$ cat src/rtl/fpg_pkg.sv
package fpg_pkg;
  localparam int PAGE_W = 4;
  localparam int ROW_W  = 8;
  localparam int COL_W  = 5;
  localparam int POS_W  = ROW_W + COL_W;
  localparam int ADDR_W = PAGE_W + POS_W;

  localparam logic [PAGE_W-1:0] PAGE_MAIN   = 4'd0;
  localparam logic [PAGE_W-1:0] PAGE_WINDOW = 4'd2;

  // Rows guarded by the sticky software lock on the main page
  localparam logic [ROW_W-1:0] SWZ_LO = 8'd44;
  localparam logic [ROW_W-1:0] SWZ_HI = 8'd51;

  // Programmable window on the window page, as {row, col} positions
  localparam logic [POS_W-1:0] WIN_LO = {8'd129, 5'd0};
  localparam logic [POS_W-1:0] WIN_HI = {8'd255, 5'd27};
  localparam logic [ROW_W-1:0] WIN_LK_ROW = 8'd43;
  localparam logic [COL_W-1:0] WIN_LK_COL = 5'd16;

  typedef struct packed {
    logic [ROW_W-1:0] first;
    logic [ROW_W-1:0] last;
    logic [ROW_W-1:0] lk_row;
    logic [COL_W-1:0] lk_col;
  } guard_span_t;

  localparam int NUM_SPANS = 9;

  localparam guard_span_t GUARD_SPANS [NUM_SPANS] = '{
    '{first: 8'd4,  last: 8'd4,  lk_row: 8'd4,  lk_col: 5'd31},
    '{first: 8'd37, last: 8'd37, lk_row: 8'd43, lk_col: 5'd28},
    '{first: 8'd64, last: 8'd71, lk_row: 8'd43, lk_col: 5'd6},
    '{first: 8'd72, last: 8'd79, lk_row: 8'd43, lk_col: 5'd7},
    '{first: 8'd80, last: 8'd87, lk_row: 8'd43, lk_col: 5'd8},
    '{first: 8'd12, last: 8'd19, lk_row: 8'd43, lk_col: 5'd11},
    '{first: 8'd20, last: 8'd27, lk_row: 8'd43, lk_col: 5'd13},
    '{first: 8'd28, last: 8'd35, lk_row: 8'd43, lk_col: 5'd15},
    '{first: 8'd8,  last: 8'd11, lk_row: 8'd43, lk_col: 5'd27}
  };

  typedef enum logic [1:0] {
    ST_IDLE   = 2'd0,
    ST_LOOK   = 2'd1,
    ST_REPORT = 2'd2
  } seq_state_t;
endpackage

$ cat src/rtl/fpg_addr_decode.sv
module fpg_addr_decode
  import fpg_pkg::*;
(
  input  logic [ADDR_W-1:0] addr,
  output logic              page_ok,
  output logic              in_swzone,
  output logic              lk_need,
  output logic [ROW_W-1:0]  lk_row,
  output logic [COL_W-1:0]  lk_col
);
  logic [PAGE_W-1:0] page;
  logic [ROW_W-1:0]  row;
  logic [POS_W-1:0]  pos;

  assign page = addr[ADDR_W-1 -: PAGE_W];
  assign row  = addr[POS_W-1 -: ROW_W];
  assign pos  = addr[POS_W-1:0];

  always_comb begin
    page_ok   = 1'b0;
    in_swzone = 1'b0;
    lk_need   = 1'b0;
    lk_row    = '0;
    lk_col    = '0;
    if (page == PAGE_MAIN) begin
      page_ok   = 1'b1;
      in_swzone = (row >= SWZ_LO) && (row <= SWZ_HI);
      for (int i = 0; i < NUM_SPANS; i++) begin
        if ((row >= GUARD_SPANS[i].first) && (row <= GUARD_SPANS[i].last)) begin
          lk_need = 1'b1;
          lk_row  = GUARD_SPANS[i].lk_row;
          lk_col  = GUARD_SPANS[i].lk_col;
        end
      end
    end else if (page == PAGE_WINDOW) begin
      if ((pos >= WIN_LO) && (pos <= WIN_HI)) begin
        page_ok = 1'b1;
        lk_need = 1'b1;
        lk_row  = WIN_LK_ROW;
        lk_col  = WIN_LK_COL;
      end
    end
  end
endmodule

$ cat src/rtl/fpg_verdict.sv
module fpg_verdict (
  input  logic pgm_en,
  input  logic swlock,
  input  logic page_ok,
  input  logic in_swzone,
  input  logic lk_need,
  input  logic lk_bit,
  output logic deny
);
  logic gate_off;
  logic sw_block;
  logic fuse_block;

  assign gate_off   = !pgm_en || !page_ok;
  assign sw_block   = swlock && in_swzone;
  assign fuse_block = lk_need && lk_bit;
  assign deny       = gate_off || sw_block || fuse_block;
endmodule

$ cat src/rtl/fpg_seq.sv
module fpg_seq
  import fpg_pkg::*;
#(
  parameter int AW = ADDR_W
) (
  input  logic          clk,
  input  logic          rst_n,
  input  logic          in_valid,
  output logic          in_ready,
  input  logic [AW-1:0] in_addr,
  input  logic          deny,
  output logic [AW-1:0] addr_q,
  output logic          set_valid,
  output logic          done_pulse,
  output logic          err_pulse
);
  seq_state_t state;

  assign in_ready = (state == ST_IDLE);

  always_ff @(posedge clk) begin
    if (!rst_n) begin
      state      <= ST_IDLE;
      addr_q     <= '0;
      set_valid  <= 1'b0;
      done_pulse <= 1'b0;
      err_pulse  <= 1'b0;
    end else begin
      set_valid  <= 1'b0;
      done_pulse <= 1'b0;
      err_pulse  <= 1'b0;
      unique case (state)
        ST_IDLE: begin
          if (in_valid) begin
            addr_q <= in_addr;
            state  <= ST_LOOK;
          end
        end
        ST_LOOK: begin
          done_pulse <= 1'b1;
          err_pulse  <= deny;
          set_valid  <= !deny;
          state      <= ST_REPORT;
        end
        default: state <= ST_IDLE;
      endcase
    end
  end

  AST_ONE_DONE: assert property (@(posedge clk) disable iff (!rst_n)
    done_pulse |=> !done_pulse);
  AST_LATENCY: assert property (@(posedge clk) disable iff (!rst_n)
    (in_valid && in_ready) |=> ##1 done_pulse);
  AST_ERR_XOR_SET: assert property (@(posedge clk) disable iff (!rst_n)
    done_pulse |-> (err_pulse != set_valid));
  AST_OUT_NEEDS_DONE: assert property (@(posedge clk) disable iff (!rst_n)
    (err_pulse || set_valid) |-> done_pulse);
  AST_BUSY_NOT_READY: assert property (@(posedge clk) disable iff (!rst_n)
    (in_valid && in_ready) |=> !in_ready);
  AST_REPORT_NOT_READY: assert property (@(posedge clk) disable iff (!rst_n)
    done_pulse |-> !in_ready);
endmodule

$ cat src/rtl/fuse_pgm_guard.sv
module fuse_pgm_guard
  import fpg_pkg::*;
(
  input  logic              clk,
  input  logic              rst_n,
  input  logic              cfg_pgm_en,
  input  logic              swlock_set,
  input  logic              req_valid,
  output logic              req_ready,
  input  logic [ADDR_W-1:0] req_addr,
  output logic [ADDR_W-1:0] lk_addr,
  input  logic              lk_bit,
  output logic              set_valid,
  output logic [ADDR_W-1:0] set_addr,
  output logic              done_pulse,
  output logic              err_pulse
);
  logic [ADDR_W-1:0] addr_q;
  logic              swlock_q;
  logic              page_ok;
  logic              in_swzone;
  logic              lk_need;
  logic [ROW_W-1:0]  lk_row;
  logic [COL_W-1:0]  lk_col;
  logic              deny;

  always_ff @(posedge clk) begin
    if (!rst_n) swlock_q <= 1'b0;
    else        swlock_q <= swlock_q || swlock_set;
  end

  fpg_addr_decode u_decode (
    .addr      (addr_q),
    .page_ok   (page_ok),
    .in_swzone (in_swzone),
    .lk_need   (lk_need),
    .lk_row    (lk_row),
    .lk_col    (lk_col)
  );

  assign lk_addr = {PAGE_MAIN, lk_row, lk_col};

  fpg_verdict u_verdict (
    .pgm_en    (cfg_pgm_en),
    .swlock    (swlock_q),
    .page_ok   (page_ok),
    .in_swzone (in_swzone),
    .lk_need   (lk_need),
    .lk_bit    (lk_bit),
    .deny      (deny)
  );

  fpg_seq #(.AW(ADDR_W)) u_seq (
    .clk        (clk),
    .rst_n      (rst_n),
    .in_valid   (req_valid),
    .in_ready   (req_ready),
    .in_addr    (req_addr),
    .deny       (deny),
    .addr_q     (addr_q),
    .set_valid  (set_valid),
    .done_pulse (done_pulse),
    .err_pulse  (err_pulse)
  );

  assign set_addr = addr_q;

  AST_SET_NEEDS_EN: assert property (@(posedge clk) disable iff (!rst_n)
    set_valid |-> $past(cfg_pgm_en));
  AST_SET_PAGE_OK: assert property (@(posedge clk) disable iff (!rst_n)
    set_valid |-> (set_addr[ADDR_W-1 -: PAGE_W] == PAGE_MAIN ||
                   set_addr[ADDR_W-1 -: PAGE_W] == PAGE_WINDOW));
  AST_SWLOCK_STICKY: assert property (@(posedge clk) disable iff (!rst_n)
    (set_valid && swlock_q && set_addr[ADDR_W-1 -: PAGE_W] == PAGE_MAIN)
      |-> !(set_addr[POS_W-1 -: ROW_W] >= SWZ_LO &&
            set_addr[POS_W-1 -: ROW_W] <= SWZ_HI));
endmodule

$ cat config.mk
export PLATFORM = sky130hd
export DESIGN_NAME = fuse_pgm_guard
export DESIGN_NICKNAME = d
export VERILOG_FILES = /design/src/rtl/fpg_pkg.sv /design/src/rtl/fpg_addr_decode.sv /design/src/rtl/fpg_verdict.sv /design/src/rtl/fpg_seq.sv /design/src/rtl/fuse_pgm_guard.sv
export SDC_FILE = /design/constraint.sdc
export NUM_CORES = 1
export LEC_CHECK = 0
export BUFFER_PORTS_ARGS = -buffer_cell sky130_fd_sc_hd__buf_2
export CAP_MARGIN = 20
export CORE_MARGIN = 4
export CORE_UTILIZATION = 30
export CTS_BUF_LIST = sky130_fd_sc_hd__clkbuf_8
export DETAILED_ROUTE_END_ITERATION = 10
export GPL_ROUTABILITY_DRIVEN = 0
export SLEW_MARGIN = 15
export SYNTH_ARGS = -nofsm -noshare
export SYNTH_HDL_FRONTEND = slang
export SYNTH_HIERARCHICAL = 1
export SYNTH_SLANG_ARGS = --single-unit
$ cat constraint.sdc
create_clock -name clk -period 3.04 [get_ports clk]
set_input_delay 0.304 -clock clk [delete_from_list [all_inputs] [get_ports clk]]
set_output_delay 0.304 -clock clk [all_outputs]
set_load 0.01 [all_outputs]
======== Word-level counts from Yosys, hierarchy flattened ========
Index checks and enable logic that the tools add are counted.
storage, ports and cells
  word-level logic and storage cells ...... 96
  bits in registers ....................... 23
cells by class
  mux-type cells .......................... 41
  magnitude comparators ................... 22
  reduce and logical (&&, ||, !) cells .... 24
  equal/unequal tests ..................... 3
operators by type and width
  kind                                                                   number
  5-bit two-way mux                                                      12
  6-bit two-way mux                                                      9
  8-bit by 7-bit >= comparator with 1-bit output, second input constant  3
  8-bit by 6-bit <= comparator with 1-bit output, second input constant  3
  8-bit by 7-bit <= comparator with 1-bit output, second input constant  3
  8-bit by 4-bit >= comparator with 1-bit output, second input constant  2
  8-bit by 5-bit >= comparator with 1-bit output, second input constant  2
  8-bit by 6-bit >= comparator with 1-bit output, second input constant  2
  8-bit by 5-bit <= comparator with 1-bit output, second input constant  2
  8-bit two-way mux                                                      2
  1-bit two-way mux                                                      15
  13-bit >= comparator, second input constant                            1
  13-bit <= comparator, second input constant                            1
  1-bit logical AND                                                      13
  8-bit by 3-bit >= comparator with 1-bit output, second input constant  1
  8-bit by 3-bit <= comparator with 1-bit output, second input constant  1
  8-bit by 4-bit <= comparator with 1-bit output, second input constant  1
  4-bit by 2-bit == test with 1-bit output, second input constant        1
  4-bit zero test                                                        1
  1-bit logical OR                                                       4
  2-bit case mux with 2 select lines                                     1
  2-bit AND reduction                                                    2
  1-bit zero test                                                        3
  3-bit two-way mux                                                      1
  other kinds (4)                                                        4

======== Longest topological paths before layout ========
Gate-level depths: netlist (run 1).
  depth in word-level cells ............... 15
  gate-level depth with buffers ........... 10
  gate-level depth less buffers ........... 8

======== Hierarchy ========
The synthesis (run 1) kept the hierarchy.
modules (own cells, without submodules)
  module           cells an instance  area an instance (µm²)  seq. area each (µm²)  instances
  fpg_seq          86                 844.6                   440.4                 1
  fpg_addr_decode  79                 465.4                   0.0                   1
  fuse_pgm_guard   7                  61.3                    20.0                  1
  fpg_verdict      2                  12.5                    0.0                   1

======== Worst setup path after synthesis (run 1) ========
OpenSTA, ideal clock, no wires.
  path type ............................... register to output
  from .................................... register u_seq.addr_q[9]
  to ...................................... output lk_addr[10]
  data required time ...................... 2.736 ns
  path slack .............................. 1.251 ns
  cell stages (with the launch flop) ...... 8
  buffers on the path ..................... 2
  arrival time ............................ 1.485 ns
  cells stage by stage .................... dfxtp_1 buf_2 a211oi_2 a311o_1 a21oi_2 o21ai_1 nand2_1 buf_4
between the ends
  cells in the longest elaborated chain, start to end .. 11
  elaborated cells between the ends (all ways) .. 38
ends and longest elaborated chain
  item                                                                                                              line                   RTL
  start, declared                                                                                                   fpg_seq.sv:12          output logic [AW-1:0] addr_q,
  start signal, assigned                                                                                            fpg_seq.sv:35          addr_q <= in_addr;
  8-bit by 6-bit >= comparator with 1-bit output or 8-bit by 6-bit <= comparator with 1-bit output (tied branches)  fpg_addr_decode.sv:29  if ((row >= GUARD_SPANS[i].first) && (row <= GUARD_SPANS[i].last)) begin
  1-bit logical AND                                                                                                 fpg_addr_decode.sv:29
  6-bit two-way mux (8 in series)                                                                                   fpg_addr_decode.sv:29
  8-bit two-way mux (*)                                                                                             fpg_addr_decode.sv:25  if (page == PAGE_MAIN) begin
  end, declared                                                                                                     fuse_pgm_guard.sv:11   output logic [ADDR_W-1:0] lk_addr,
Mark *: on every way between the ends. The rest lies on a longest branch, timed or not.

======== Final worst setup path (run 1) ========
  from .................................... register u_seq.addr_q[9]
  to ...................................... output lk_addr[5]
The elaborated chain is that of the path after synthesis.

==> results by group, run 1 <==
Global route
  – GR Util All Layers: between 10% and 20%
  – Largest net degree at the start of global routing: 39
  – First-pass GRT wire length: 5290 um
  – Number of global-route vias before repair: 1140
  – Total gr overflow: 0
  – Initial antenna violation count: 0

Synthesis
  – Syn. warnings: 6
  – Seq/Total Area, Yosys: 33.3%
  – Synth top area share: 33.3%
  – Syn Area/Cell: 7.95 um^2
  – Distinct cells, synth: 39
  – Most frequent cells after synthesis: nand2_1 (47), dfxtp_1 (23), mux2i_1 (17), buf_4 (13)
  – FFs w/ async S/R, synth: 0%
  – Top-count cell post-synth: nand2_1
  – Post-synth EDFFs: 0
  – Post-synthesis cell count: 174
  – Post-Synthesis Cell Area: around 1400 um^2
  – Seq cells post-synth: 23
  – Top FF cell, synth: dfxtp_1
  – Top cells by area, synth: dfxtp_1 (33%), nand2_1 (13%), mux2i_1 (12%), buf_4 (7.1%), a21oi_1 (2.9%)
  – Leading area contributor after synthesis: dfxtp_1

Drt
  – DR vias/cell: 4.62
  – Final wirelength: 3260 um
  – DR pass1 iterations: 4
  – Vias post-DR: 1234
  – Detailed-route DRC error count: 0
  – Initial drt markers: 74
  – DR WL/cell: around 12 um
  – Post-route ant nets: 0

CTS
  – CTS buffer count: 3
  – Clock-pin slew of the registers on the worst-case setup and hold paths: 80 ps
  – CTS Sinks: 23
  – Post-CTS Setup Bufs: 0
  – Root buf cell: clkbuf_8
  – H-tree Lvls: 1
  – CTS resizes: 0
  – Hold buffer count at cts: 0
  – Clk_lat worst skew: 260 ps
  – TritonCTS clock tree: built
  – Clock Path Buffers: 2

STA
  – RSZ-0062 raised after global routing: false
  – Tmin final: about 2200 ps
  – Slew @ Worst Pin: 661 ps
  – Final slew viol count: 0
  – Rel. slew slack: 55.6%
  – Max Clock Freq: 445 MHz
  – Layout Skew: 3.35 ps
  – Hold Vio Cnt, Final: 0
  – Hold slack: around 260 ps
  – Final Cycle Share: 73.9%
  – Final setup viols: 0
  – Setup tns final: 0 ps

Hold path
  – HP Class: primary input to register

Pwr
  – Comb power frac: 27.0%
  – Clock network power share: 24.8%
  – Power, Total: 734 uW
  – Part of the power in registers: between 40% and 50%
  – Power Density: 454 nW/um^2
  – Switching Share: 31.7%
  – Cell Int Power: 501 uW
  – Max VDD drop: 0.000210 V
  – Sw Pwr: ~230 uW
  – Leakage: 0.790 nW

Critical path
  – Startpoint Class: register
  – Crit-path max FO: 19
  – Crit Path Category: register to output port
  – Critical path arrival: a little under 2000 ps
  – CP Capture Type: output port
  – Crit path required time: 2740 ps

Layout
  – Filler cell count in the final layout: 490
  – Share of layout cells above drive strength 1: 28.8%
  – Nets: 239
  – Final Cell Area: 1620 um^2
  – Diodes inserted: 0
  – Synthesis-to-finish area growth: 16.8%

Floorplan
  – Chip width: 75.9 um
  – Initial Utilization: 31.3%
  – Die Y: 75.9 um
  – Die ar.: 5760 um^2
  – I/O pin cnt: 61
  – Rows: 24
  – Core area: 4410 um^2

Placed design
  – IO Port Bufs: 53
  – Dpl cell area: ~1600 um^2
  – Hpwl dp: 2430 um

Outcome
  – Status: complete, no violations

Job
  – Max-cap violation count: 0
-- cells by family (layout without fill, tap and decap cells) --
logic type                count (synthesis)  in the layout  share of synthesized area [%]
DFF                                      23             23                           33.3
buffers and inverters                    25             61                           13.5
and+or+nand+nor                          82             82                           28.4
AOI/OAI and AO/OA                        23             23                           10.8
xor gates and xnor gates                  2              2                           1.27
muxes                                    17             17                           12.3
other                                     2              7                          0.543
-- metal layers --
metal,wire (um),vias to the layer above,global-route usage (%)
met1,1580,541,14.3
li1,-,650,-
met2,1410,41,16.3
met3,258,2,3.44
met5,0,-,0
met4,11,0,3.20
-- path summary, 6_finish.rpt --
path              slack, ps                          to  cells past startpoint                    startpoint
setup / recovery        790                  lk_addr[5]                      6  u_seq/addr_q[9]$_SDFFE_PN0P_
hold reg to reg         460         swlock_q$_SDFF_PN0_                      1           swlock_q$_SDFF_PN0_
setup reg to reg       1030  u_seq/err_pulse$_SDFF_PN0_                      8  u_seq/addr_q[9]$_SDFFE_PN0P_
hold / removal          260         swlock_q$_SDFF_PN0_                      2                    swlock_set
-- placed cells by master, fill, tap and decap left out, types with 3 or more instances in the layout --
master,n
clkbuf_8,3
mux2i_1,17
dfxtp_1,23
nor3_1,3
a21oi_1,8
inv_1,4
o21ai_0,4
nand4_1,3
conb_1,7
nand2_1,47
nand3_1,4
nor4_1,3
buf_2,53
nor2_1,8
-- state kept, by name, indices dropped and copies added, names as in the netlist --
register,cells
u_seq/set_valid,1
u_seq/state,2
u_seq/err_pulse,1
u_seq/done_pulse,1
u_seq/addr_q,17
swlock_q,1
-- layout make-up --
class | count | area [um^2] | area share [%]
Clock inverter | 1 | 3.75 | 0.232
Sequential cell | 23 | 460 | 28.5
Timing Repair Buffer | 54 | 273 | 16.9
Clock buffer | 3 | 41.3 | 2.55
Inverter | 3 | 11.3 | 0.697
Multi-Input combinational cell | 131 | 762 | 47.1
Tap cell | 52 | 65.1 | 4.02
-- through the flow --
step                      setup slack, ps  utilization (%)  cells
after floorplan                      1250                -    179
after global placement               1090             35.6    263
after detailed placement             1040             35.6    263
after CTS                             780             36.6    267
after global routing                  603             36.6    267
final                                 793             36.6    267
-- critical path: stages, from the launching register on --
cell and delay (ps):
dfxtp_1 730, a211oi_2 60, a311o_1 350, a21oi_2 160
o21ai_1 90, nand2_1 150, buf_2 150
-- power by group through the flow --
stage               combinational (mW)  sequential (mW)  clock, mW
global placement                 0.197            0.361          0
floorplan                        0.161            0.352          0
global route                     0.221            0.359      0.205
CTS                              0.200            0.354      0.191
finish                           0.198            0.354      0.182
detailed placement               0.199            0.361          0
No activity file was read; power rests on OpenSTA's default activity.
==> inputs of run 2 (changes only) <==
--- a/config.mk
+++ b/config.mk
@@ -5,6 +5,7 @@
 export SDC_FILE = /design/constraint.sdc
 export NUM_CORES = 1
 export LEC_CHECK = 0
+export ABC_AREA = 1
 export BUFFER_PORTS_ARGS = -buffer_cell sky130_fd_sc_hd__buf_2
 export CAP_MARGIN = 20
 export CORE_MARGIN = 4
==> constraint.sdc (replaced) <==
create_clock -name clk -period 2.3 [get_ports clk]
set_input_delay 0.23 -clock clk [delete_from_list [all_inputs] [get_ports clk]]
set_output_delay 0.23 -clock clk [all_outputs]
set_load 0.01 [all_outputs]
==> results by group, run 2 <==
Outcome
  – Status: complete, no violations

CTS
  – Post-CTS Setup Bufs: 0
  – TritonCTS clock tree: built
  – Root buf cell: clkbuf_8
  – CTS resizes: 0
  – Clock-pin slew of the registers on the worst-case setup and hold paths: 80 ps
  – Clk_lat worst skew: 260 ps
  – Hold buffer count at cts: 0
  – CTS buffer count: 3
  – Clock Path Buffers: 2
  – H-tree Lvls: 1
  – CTS Sinks: 23

STA
  – Hold Vio Cnt, Final: 0
  – Tmin final: approximately 2000 ps
  – Final Cycle Share: 88.8%
  – Rel. slew slack: 61.6%
  – Slew @ Worst Pin: 577 ps
  – RSZ-0062 raised after global routing: false
  – Layout Skew: 2.96 ps
  – Final slew viol count: 0
  – Max Clock Freq: 490 MHz
  – Final setup viols: 0
  – Setup tns final: 0 ps

Pwr
  – Max VDD drop: 0.000279 V
  – Switching Share: 35.5%
  – Power Density: 602 nW/um^2
  – Comb power frac: 34.2%
  – Sw Pwr: 380 uW
  – Cell Int Power: 691 uW
  – Clock network power share: a little under a quarter
  – Part of the power in registers: between 40% and 50%
  – Leakage: 1.03 nW

Floorplan
  – Rows: 25
  – I/O pin cnt: 61
  – Die ar.: 6210 um^2
  – Core area: 4790 um^2
  – Die Y: 78.8 um
  – Chip width: 78.8 um
  – Initial Utilization: between 30% and 40%

Layout
  – Share of layout cells above drive strength 1: 29.2%
  – Commonest non-fill, non-tap cell in the layout: buf_2
  – Final Cell Area: 1780 um^2
  – Largest registers: u_seq/addr_q (17), u_seq/state (2)
  – Most frequent cells in the layout: buf_2 (53), nor2_1 (42), nand2_1 (42), inv_1 (34), nand3_1 (24)
  – Diodes inserted: 0
  – Top reg by flops: u_seq/addr_q
  – Max FFs per register: 17
  – Synthesis-to-finish area growth: 18.5%
  – Nets: 308

Critical path
  – Startpoint Class: register
  – CP Capture Type: output port
  – Crit-path max FO: 7
  – Worst Reg-to-Reg Cells: 12
  – CP Capture Point: lk_addr[6]
  – Critical path arrival: 1810 ps
  – Crit Path Category: register to output port
  – R2R Path Start: u_seq/addr_q[12]$_SDFFE_PN0P_
  – Critical Path Start: u_seq/addr_q[12]$_SDFFE_PN0P_
  – Reg2reg setup slack: 690 ps
  – Crit path required time: roughly 2100 ps
  – Worst R2R End: u_seq/err_pulse$_SDFF_PN0_

Synthesis
  – Post-synthesis cell count: 240
  – Top cells by area, synth: dfxtp_1 (31%), nand2_1 (10%), nor2_1 (10%), inv_1 (8.5%), nand3_1 (8.0%)
  – Seq cells post-synth: 23
  – Syn Area/Cell: 6.26 um^2
  – Synth Area in Adders: 0%
  – Syn. warnings: 6
  – Distinct cells, synth: 23
  – Seq/Total Area, Yosys: 30.6%
  – Synth top area share: 30.6%
  – FFs w/ async S/R, synth: 0%
  – Complex-gate fraction of the synthesized area: 7.91%
  – Post-Synth XOR/XNOR Area: 0%
  – Largest family of logic cells by synthesized area: simple AND/OR/NAND/NOR gates
  – Synth Area in Simple Gates: 41.0%
  – Post-Synthesis Cell Area: 1500 um^2
  – Leading area contributor after synthesis: dfxtp_1
  – Post-synth EDFFs: 0
  – Most frequent cells after synthesis: nand2_1 (42), nor2_1 (42), inv_1 (34), nand3_1 (24), dfxtp_1 (23)
  – Top FF cell, synth: dfxtp_1
  – Mux contribution to synthesized area: 0%

Global route
  – Initial antenna violation count: 0
  – Largest net degree at the start of global routing: 36
  – GR Util All Layers: a little under an eighth
  – Total gr overflow: 0
  – Number of global-route vias before repair: 1341
  – First-pass GRT wire length: 5870 um

Drt
  – DR pass1 iterations: 4
  – Post-route ant nets: 0
  – Initial drt markers: 56
  – Final wirelength: around 3500 um
  – DR WL/cell: 9.97 um
  – Vias post-DR: 1499
  – DR vias/cell: 4.27
  – Detailed-route DRC error count: 0

Placed design
  – IO Port Bufs: 53
  – Hpwl dp: 2780 um
  – Dpl cell area: 1730 um^2

Job
  – Max-cap violation count: 0

Hold path
  – HP Class: primary input to register
==> run 2: changes by cell type after synthesis, moves of 5 or more <==
cell	previous run	this run
a21oi_1	8	20
nand2_1	47	42
inv_1	3	34
nor2_1	8	42
inv_2	0	6
nand3_1	4	24
mux2i_1	17	0
nand2_2	0	7
==> run 2: logic make-up (layout without fill, tap and decap cells) <==
| logic type | after synthesis | in the layout |
|---|---|---|
| AND/OR/NAND/NOR | 132 | 132 |
| buffers and inverters | 60 | 99 |
| AO/OA/AOI/OAI | 23 | 23 |
| flip-flops | 23 | 23 |
| other | 2 | 7 |
==> run 2: power groups by stage <==
stage                     Combinational (mW)  Sequential, mW  Clock (mW)
after floorplan                        0.277           0.480           0
after global placement                 0.366           0.472           0
after detailed placement               0.369           0.472           0
after CTS                              0.369           0.463       0.255
after global routing                   0.414           0.469       0.270
final                                  0.366           0.463       0.243
==> run 2: critical path: stages (launching register included) <==
cell and delay [ps]:
dfxtp_1 480, nand2_1 80, nor3_1 260, nand3_1 230
nand2_2 130, inv_2 40, nor2_1 170, buf_2 170
==> run 2: per-layer routing <==
layer	part of all wire [%]	vias to the layer above	GRT usage, %
met5	0	-	0
met4	0.40	0	2.10
met3	7.5	2	3.17
met2	44	39	18.6
met1	48	649	14.8
li1	-	809	-
==> run 2: layout make-up <==
type                    instances  area [um^2]
fillers                       551         3010
multi-input cells             162          762
flip-flops and latches         23          460
repair buffers                 54          273
inverters                      41          155
well taps                      67         83.8
clock buffers                   3         41.3
clock inverters                 1         5.00
==> run 2: worst min-delay path by stage <==
stage,startpoint,end,depth (start not counted)
after detailed placement,swlock_q$_SDFF_PN0_,swlock_q$_SDFF_PN0_,2
after CTS,swlock_set,swlock_q$_SDFF_PN0_,3
after floorplan,rst_n,swlock_q$_SDFF_PN0_,2
after global routing,swlock_set,swlock_q$_SDFF_PN0_,3
final,swlock_set,swlock_q$_SDFF_PN0_,3
after global placement,swlock_q$_SDFF_PN0_,swlock_q$_SDFF_PN0_,2
==> run 2: through the flow <==
step | cells | worst slack [ps] | utilization, % | power (mW) | hold slack (ps)
after CTS | 351 | 268 | 37.2 | 1.09 | 183
after floorplan | 245 | 557 | - | 0.757 | 342
after global routing | 351 | 68.1 | 37.2 | 1.15 | 221
final | 351 | 259 | 37.2 | 1.07 | 182
after global placement | 347 | 582 | 36.2 | 0.838 | 447
after detailed placement | 347 | 561 | 36.2 | 0.841 | 454
==> inputs of run 3 (changes only) <==
==> constraint.sdc (replaced) <==
create_clock -name clk -period 2.3 [get_ports clk]
set_input_delay 0.115 -clock clk [delete_from_list [all_inputs] [get_ports clk]]
set_output_delay 0.115 -clock clk [all_outputs]
set_load 0.01 [all_outputs]
==> results by group, run 3 (synthesis gave the netlist of run 2 again) <==
CTS
  – Hold buffer count at cts: 0
  – CTS buffer count: 3
  – CTS resizes: 0
  – H-tree Lvls: 1
  – Post-CTS Setup Bufs: 0
  – CTS Sinks: 23
  – Clock Path Buffers: 2
  – Root buf cell: clkbuf_8
  – TritonCTS clock tree: built
  – Clock-pin slew of the registers on the worst-case setup and hold paths: around 80 ps
  – Clk_lat worst skew: 260 ps

STA
  – Slew @ Worst Pin: 740 ps
  – Rel. slew slack: between 50 and 60%
  – Setup tns final: 0 ps
  – Hold Vio Cnt, Final: 0
  – Tmin final: 1940 ps
  – Final setup viols: 0
  – Layout Skew: around 3.3 ps
  – Max Clock Freq: approximately 520 MHz
  – Final Cycle Share: a little over four fifths
  – RSZ-0062 raised after global routing: false
  – Final slew viol count: 0

Drt
  – DR pass1 iterations: 4
  – Initial drt markers: 21
  – Post-route ant nets: 0
  – Vias post-DR: 1488
  – Detailed-route DRC error count: 0
  – DR vias/cell: ~4.3
  – Final wirelength: about 3600 um
  – DR WL/cell: 10.2 um

Critical path
  – Buf/Inv on CP: 2
  – Crit path cell chain: nand2_1 > nor3_1 > nand3_1 > nand2_2 > inv_2 > nor2_1 > buf_2
  – Max stage delay cell, worst path: dfxtp_1
  – Crit path required time: 2180 ps
  – Delay-heaviest family, CP: simple AND/OR/NAND/NOR gates
  – Critical path arrival: 1820 ps
  – Crit Path Category: register to output port
  – Critical Path Max Stage Delay: 490 ps
  – Startpoint Class: register
  – Crit-path max FO: 7
  – CP Capture Type: output port

Layout
  – Filler cell count in the final layout: 532
  – Register Area: 460 um^2
  – Max FFs per register: 17
  – Nets: 307
  – Multi-input gate area: 762 um^2
  – Commonest non-fill, non-tap cell in the layout: buf_2
  – Top reg by flops: u_seq/addr_q
  – Largest registers: u_seq/addr_q (17), u_seq/state (2)
  – Synthesis-to-finish area growth: 18.0%
  – Share of layout cells above drive strength 1: 29.0%
  – Diodes inserted: 0
  – Most frequent cells in the layout: buf_2 (53), nor2_1 (42), nand2_1 (42), inv_1 (34), nand3_1 (24)

Global route
  – Number of global-route vias before repair: 1434
  – Total gr overflow: 0
  – Initial antenna violation count: 0
  – Largest net degree at the start of global routing: 37
  – First-pass GRT wire length: 6090 um
  – GR Util All Layers: 11.6%

Floorplan
  – Core area: 4790 um^2
  – Chip width: 78.8 um
  – Die Y: 78.8 um
  – I/O pin cnt: 61
  – Die ar.: 6210 um^2
  – Initial Utilization: 31.4%
  – Rows: 25

Pwr
  – Leakage: approximately 1 nW
  – Power Density: ~610 nW/um^2
  – Max VDD drop: approximately 0.00027 V
  – Power, Total: 1.07 mW

Job
  – Max-cap violation count: 0

Placed design
  – Hpwl dp: roughly 2800 um
  – IO Port Bufs: 53

Hold path
  – HP Class: primary input to register

Outcome
  – Status: complete, no violations
## run 3: area by class of cell
class | instances | share of cell area (%)
multi-input cells | 162 | 43.0
flip-flops and latches | 23 | 26.0
well taps | 67 | 4.73
clock inverters | 1 | 0.282
repair buffers | 53 | 15.0
inverters | 41 | 8.75
clock buffers | 3 | 2.33
## run 3: worst register-to-register path, stage by stage (launching register included)
cell and delay, ps:
dfxtp_1 500, nor2_2 100, nand2_1 100, nor2_2 60
inv_2 60, nand2_2 60, nor2_1 150, nand3_1 90
nand2_1 60, nand2_1 40, nand2_1 90, nand3_2 80
inv_1 50, nor2_1 30
## run 3: power by group
part	switching, mW	internal (mW)	total [mW]
clock network	0.126	0.121	0.246
registers	0.0345	0.429	0.463
logic	0.223	0.140	0.363
## run 3: final timing paths
check | from | endpoint | slack (ps) | cells past startpoint
max | u_seq/addr_q[12]$_SDFFE_PN0P_ | lk_addr[6] | 360 | 7
min | swlock_set | swlock_q$_SDFF_PN0_ | 70 | 3
max reg2reg | u_seq/addr_q[10]$_SDFFE_PN0P_ | u_seq/err_pulse$_SDFF_PN0_ | 710 | 13
min reg2reg | swlock_q$_SDFF_PN0_ | swlock_q$_SDFF_PN0_ | 470 | 2
## run 3: stage by stage
step           hold WS [ps]  util (%)  setup WS, ps  cells  instance area, um^2
5_1_grt                80.2      37.0           151    350                 1770
2_1_floorplan           227         -           672    245                 1520
6_report               70.1      37.0           363    350                 1770
4_1_cts                71.1      37.0           353    350                 1770
3_3_place_gp            339      36.1           695    346                 1730
3_5_place_dp            346      36.1           649    346                 1730
## run 3: routing by layer
metal,up-vias,GRT usage (%),share of wire (%)
li1,804,-,-
met4,0,1.57,0.39
met2,44,20.2,46
met1,638,14.8,46
met5,-,0,0
met3,2,2.95,7.8
